<file path="config.mk">
export PLATFORM = sky130hd
export DESIGN_NAME = pwm_gate_seq
export DESIGN_NICKNAME = d
export VERILOG_FILES = /design/src/rtl/pwm_gate_pkg.sv /design/src/rtl/pwm_lvl_decode.sv /design/src/rtl/dem_window.sv /design/src/rtl/gate_core.sv /design/src/rtl/pwm_gate_seq.sv
export SDC_FILE = /design/constraint.sdc
export NUM_CORES = 1
export LEC_CHECK = 0
export BUFFER_PORTS_ARGS = -buffer_cell sky130_fd_sc_hd__buf_2
export CORE_AREA = 5 5 42 44
export DETAILED_ROUTE_END_ITERATION = 10
export DIE_AREA = 0 0 47 49
export GPL_TIMING_DRIVEN = 0
export PLACE_DENSITY_LB_ADDON = 0.25
export SKIP_LAST_GASP = 1
export SYNTH_ARGS = -nofsm -noshare
export SYNTH_HDL_FRONTEND = slang
export SYNTH_SLANG_ARGS = --single-unit
export TNS_END_PERCENT = 1
</file>
<file path="constraint.sdc">
create_clock -name clk_i -period 1.4 [get_ports clk_i]
set_input_delay 0.21 -clock clk_i [delete_from_list [all_inputs] [get_ports clk_i]]
set_output_delay 0.21 -clock clk_i [all_outputs]
set_load 0.02 [all_outputs]
</file>
<file path="src/rtl/pwm_gate_pkg.sv">
package pwm_gate_pkg;

  typedef enum logic [1:0] {
    CMD_LOW  = 2'd0,
    CMD_MID  = 2'd1,
    CMD_HIGH = 2'd2
  } pwm_cmd_e;

  localparam logic [1:0] LVL_LOW  = 2'b00;
  localparam logic [1:0] LVL_MID  = 2'b01;
  localparam logic [1:0] LVL_HIGH = 2'b10;

endpackage

</file>
<file path="src/rtl/pwm_lvl_decode.sv">
module pwm_lvl_decode
  import pwm_gate_pkg::*;
(
  input  logic [1:0] lvl_i,
  output pwm_cmd_e   cmd_o
);

  // unused code 11 falls to mid: the safer of the two non-driving choices
  always_comb begin
    unique case (lvl_i)
      LVL_LOW:  cmd_o = CMD_LOW;
      LVL_HIGH: cmd_o = CMD_HIGH;
      default:  cmd_o = CMD_MID;
    endcase
  end

endmodule

</file>
<file path="src/rtl/dem_window.sv">
module dem_window #(
  parameter int unsigned BLANK_CYC = 25,
  parameter int unsigned DEB_CYC   = 8
) (
  input  logic clk_i,
  input  logic rst_ni,
  input  logic run_i,
  output logic open_o
);

  localparam int unsigned WIN = BLANK_CYC + DEB_CYC;
  localparam int unsigned CW  = (WIN < 2) ? 1 : $clog2(WIN + 1);
  localparam logic [CW-1:0] WIN_C = CW'(WIN);

  logic [CW-1:0] cnt_q;

  always_ff @(posedge clk_i or negedge rst_ni) begin
    if (!rst_ni) cnt_q <= '0;
    else if (!run_i) cnt_q <= '0;
    else if (cnt_q != WIN_C) cnt_q <= cnt_q + 1'b1;
  end

  assign open_o = run_i && (cnt_q == WIN_C);

  // the window may only open after a full run of WIN cycles
  p_win_after_run_r6: assert property (@(posedge clk_i) disable iff (!rst_ni)
    $rose(open_o) |-> $past(run_i));

endmodule

</file>
<file path="src/rtl/gate_core.sv">
module gate_core
  import pwm_gate_pkg::*;
(
  input  logic     clk_i,
  input  logic     rst_ni,
  input  logic     en_i,
  input  pwm_cmd_e cmd_i,
  input  logic     hs_low_i,
  input  logic     ls_low_i,
  input  logic     zc_i,
  input  logic     win_open_i,
  output logic     win_run_o,
  output logic     hs_on_o,
  output logic     ls_on_o
);

  logic hs_q, ls_q, done_q;
  logic hs_d, ls_d, done_d;
  logic mid_now;

  assign mid_now = en_i && (cmd_i == CMD_MID);

  // next state from current outputs only: a changed command drops any pending turn-on
  always_comb begin
    hs_d   = 1'b0;
    ls_d   = 1'b0;
    done_d = 1'b0;
    if (en_i) begin
      unique case (cmd_i)
        CMD_HIGH: hs_d = hs_q || (!ls_q && ls_low_i);
        CMD_LOW:  ls_d = ls_q || (!hs_q && hs_low_i);
        default: begin
          if (done_q || (ls_q && win_open_i && zc_i)) done_d = 1'b1;
          else ls_d = ls_q || (!hs_q && hs_low_i);
        end
      endcase
    end
  end

  always_ff @(posedge clk_i or negedge rst_ni) begin
    if (!rst_ni) begin
      hs_q   <= 1'b0;
      ls_q   <= 1'b0;
      done_q <= 1'b0;
    end else begin
      hs_q   <= hs_d;
      ls_q   <= ls_d;
      done_q <= done_d;
    end
  end

  assign win_run_o = mid_now && ls_q && !done_q;
  assign hs_on_o   = hs_q;
  assign ls_on_o   = ls_q;

  p_no_overlap_r9: assert property (@(posedge clk_i) disable iff (!rst_ni)
    !(hs_q && ls_q));

  p_en_off_r8: assert property (@(posedge clk_i) disable iff (!rst_ni)
    !en_i |=> (!hs_q && !ls_q));

  p_hs_bbm_r3: assert property (@(posedge clk_i) disable iff (!rst_ni)
    $rose(hs_q) |-> ($past(ls_low_i) && !$past(ls_q) && $past(cmd_i) == CMD_HIGH));

  p_ls_bbm_r4: assert property (@(posedge clk_i) disable iff (!rst_ni)
    $rose(ls_q) |-> ($past(hs_low_i) && !$past(hs_q)));

  p_done_off_r7: assert property (@(posedge clk_i) disable iff (!rst_ni)
    done_q |-> !ls_q);

  p_mid_release_r6: assert property (@(posedge clk_i) disable iff (!rst_ni)
    ($fell(ls_q) && $past(mid_now)) |-> $past(win_open_i));

endmodule

</file>
<file path="src/rtl/pwm_gate_seq.sv">
module pwm_gate_seq
  import pwm_gate_pkg::*;
#(
  parameter int unsigned BLANK_CYC = 25,
  parameter int unsigned DEB_CYC   = 8
) (
  input  logic       clk_i,
  input  logic       rst_ni,
  input  logic       en_i,
  input  logic [1:0] pwm_lvl_i,
  input  logic       hs_low_i,
  input  logic       ls_low_i,
  input  logic       zc_i,
  output logic       hs_on_o,
  output logic       ls_on_o
);

  pwm_cmd_e cmd;
  logic     win_run, win_open;

  pwm_lvl_decode u_dec (
    .lvl_i (pwm_lvl_i),
    .cmd_o (cmd)
  );

  dem_window #(
    .BLANK_CYC (BLANK_CYC),
    .DEB_CYC   (DEB_CYC)
  ) u_win (
    .clk_i  (clk_i),
    .rst_ni (rst_ni),
    .run_i  (win_run),
    .open_o (win_open)
  );

  gate_core u_core (
    .clk_i      (clk_i),
    .rst_ni     (rst_ni),
    .en_i       (en_i),
    .cmd_i      (cmd),
    .hs_low_i   (hs_low_i),
    .ls_low_i   (ls_low_i),
    .zc_i       (zc_i),
    .win_open_i (win_open),
    .win_run_o  (win_run),
    .hs_on_o    (hs_on_o),
    .ls_on_o    (ls_on_o)
  );

  // code 11 must never produce a high-side turn-on
  p_code11_mid_r11: assert property (@(posedge clk_i) disable iff (!rst_ni)
    $rose(hs_on_o) |-> ($past(pwm_lvl_i) == 2'b10));

endmodule

</file>
==> flow_results.org <==
** Yosys
- Adder-cell share of the synthesized area :: 0.0496
- Simple-Gate Fraction of Synth Area :: 0.295
- Average size of a mapped cell :: 11.0 um2
- Of the synthesized area, sequential elements account for 0.447.
- Of the post-synthesis cell area, the dominant cell type holds 0.447.
- Largest family of logic cells by synthesized area :: simple AND/OR/NAND/NOR gates
- Synth Warn # :: 0
- Of the post-synthesis cell area, the part taken by muxes is 0.0199.
- The area fraction in compound gates after synthesis is 0.117.
- Cells taking the most area after synthesis :: dfrtp_1 45%, nand4bb_4 5.5%, ha_1 5.0%
- Of the total synthesized cell area, the portion taken by XOR and XNOR cells is 0.0347.
- Synthesis handed over a netlist of 46 instances.
- In this run, distinct cell masters in the synthesized netlist total 28.
- Number of nets in the synthesized netlist :: 56
- Counting flops and latches in the post-synthesis netlist gives 9.
- Syn Std Cell Area :: 504 um2
- Cell type with the highest aggregate area in the netlist :: dfrtp_1

** Run status
- Outcome :: finished clean

** Final layout
- The area growth from synthesis to layout is 20.6%.
- Share of post-route cells with drive strength above 1 :: 0.283
- Leaving out fill and tap cells, the most frequent cells in the layout are 9 x buf_2, 7 x dfrtp_1, 4 x a21oi_1.
- In the final design database the tool counted 71 nets.
- Most frequent standard cell in the layout excluding fill and tap cells :: buf_2
- Antenna fix cells :: 0

** STA
- Clock Skew :: 0.00392 ns
- Final hold analysis gives a worst-case slack of 0.188 ns.
- The number of failing hold endpoints at the final stage came to 0.
- Pins over their slew limit :: 0
- Count of final setup violators :: 0
- Unrepaired setup endpoints after global routing :: false
- Total negative slack :: 0 ns
- Slew HR :: 0.820
- Period minus WS final :: 1.31 ns
- In the finished design, the share of the clock period the worst path needs comes to 0.939.
- For the pin with the worst max-slew slack, the measured transition is 0.268 ns.
- Maximum frequency from static timing analysis :: 0.761 GHz

** Global route
- Summed over all layers, the global routing overflow is 0.
- The first global-routing pass estimated 1590 um of wire.
- In the global route stage, overall resource usage came out at 0.0958.
- Entering global routing, the biggest net connects 10 pins.
- Vias in the first global route :: 349
- The number of antenna violations at the first check in global routing is 0.

** Setup path
- WP data required :: 1.58 ns
- Along the worst path, the maximum fanout reaches 6.
- STA classifies the critical path endpoint as a register.
- The worst setup path is launched from a register.
- Worst path top cell family by delay :: flip-flops
- Cell with the biggest individual delay on the critical path :: dfrtp_2
- Reg2Reg Setup Slack :: 0.09 ns
- The critical path is of the register to register type.
- Crit path DAT :: 1.50 ns
- Together, buffers and inverters on the worst path number 1.
- Worst path cell trace :: inv_1 > ha_1 > nand4bb_4 > or2_1 > a21oi_1
- The largest single stage delay on the critical path is 0.44 ns.

** Clocking
- Clock sinks :: 9
- Clock transition at the register clock pins on the worst setup and hold paths after CTS :: 0.06 ns
- Clock tree synthesis inserted a total of 3 buffers.
- In this run the number of H-tree levels came out at 1.
- TritonCTS built the clock tree.
- The tree is rooted in a clkbuf_4.
- Maximum number of buffers from clock root to sink :: 2
- Clock network latency to the later pin of the worst-skew pair :: 0.26 ns

** Die
- The die is 49 um tall.
- Placeable core region :: 1400 um2
- The initial utilization of the core area, before any placement, comes to 0.360.
- The floorplan step defined a die boundary enclosing 2300 um2.
- In this run the horizontal extent of the chip is 47 um.
- 10 I/O pins were placed.
- In this run the core area contains 14 standard-cell rows.

** Hold path
- HP Class :: input port to register

** Route
- Wires add up to 984 um.
- Number of vias in the routed layout :: 389
- Post-DRT Antenna Nets :: 0
- WL per Instance :: 12.9 um
- DRC violation count after routing :: 0
- Count of TritonRoute iterations in the first routing pass :: 3
- Per-cell via count in the routed design :: 5.12
- Violation count after the first detailed-routing iteration :: 6

** Placement
- GPL Wtd Cong :: 0.739
- I/O Buffers :: 9
- Sum of net half-perimeters after detailed placement :: 698 um

** Power
- Static leakage :: 0.255 nW
- For this design the ratio of total power to cell area is 840 nW/um2.
- Maximum VDD drop :: 0.656 mV

** Run
- Across the run, the number of max-cap violations was 0.
logic make-up (layout without fill, tap and decap cells):
family	count (synthesis)	after routing
and+or+nand+nor	19	19
AOI/OAI and AO/OA	10	10
DFF	9	9
buffers and inverters	3	17
adders and majority gates	2	2
xor gates and xnor gates	2	2
muxes	1	1
cells in the mapped netlist:
master and number:
nand3_1 2, dfrtp_1 9, nor2_1 3, o21ai_0 1
nand4bb_4 1, inv_1 2, nand3_4 1, or2_1 1
o211ai_1 1, mux2i_1 1, nor2b_1 1, buf_6 1
a21oi_1 4, and4b_1 1, a31oi_1 1, nand4b_1 1
nand3b_1 1, xor2_1 2, nand4_1 1, ha_1 2
nor4bb_1 1, nand2_1 1, or2b_1 1, o21a_1 1
nor3_1 2, or3_1 1, o31ai_1 1, o21ai_1 1
power by group:
part / internal [W] / switching [W]
Sequential: 0.000264 / 0.00000535
Clock: 0.000110 / 0.0000886
Combinational: 0.0000190 / 0.0000241
metal layers:
metal,GRT usage,part of all wire,wire (um)
met2,0.118,0.41,399
met3,0.0554,0.097,95
met5,0,0,0
met4,0.0415,0.042,41
met1,0.133,0.46,448
timing repair:
action,4_1_cts,5_1_grt
gates resized for setup,0,2
hold buffers,1,0
buffers inserted,0,0
endpoints found under the setup margin,0,2
endpoints found under the hold margin,9,0
sequential cells by signal, summed over array words and instances (netlist names):
signal          flops
u_core.ls_on_o      1
u_core.hs_on_o      1
u_win.cnt_q         6
u_core.done_q       1
worst paths after layout:
kind	startpoint	to	cells past startpoint
setup / recovery	u_win.cnt_q[1]$_DFFE_PN0P_	u_win.cnt_q[1]$_DFFE_PN0P_	5
hold / removal	zc_i	u_core.ls_on_o$_DFF_PN0_	2
setup reg to reg	u_win.cnt_q[1]$_DFFE_PN0P_	u_win.cnt_q[1]$_DFFE_PN0P_	5
hold reg to reg	u_win.cnt_q[4]$_DFFE_PN0P_	u_win.cnt_q[4]$_DFFE_PN0P_	2
max in group asynchronous	rst_ni	u_win.cnt_q[0]$_DFFE_PN0P_	2
min in group asynchronous	rst_ni	u_win.cnt_q[2]$_DFFE_PN0P_	2
cell type report:
cell class | count | area (um2)
clock buffers | 4 | 26.3
repair buffers | 10 | 55.1
inverters | 2 | 7.51
plain buffers | 1 | 11.3
flip-flops and latches | 9 | 228
well taps | 16 | 20.0
fillers | 139 | 793
multi-input cells | 34 | 260
stage by stage:
stage	util	setup slack, ns	cell area [um2]	std cells	total power (W)
2_1_floorplan	-	0.177	504	46	0.000290
3_3_place_gp	0.406	0.0839	569	71	0.000314
3_5_place_dp	0.406	0.0894	569	71	0.000314
4_1_cts	0.432	0.0664	606	76	0.000520
5_1_grt	0.434	0.0146	608	76	0.000533
6_report	0.434	0.0854	608	76	0.000511
No activity file was read; power rests on OpenSTA's default activity.
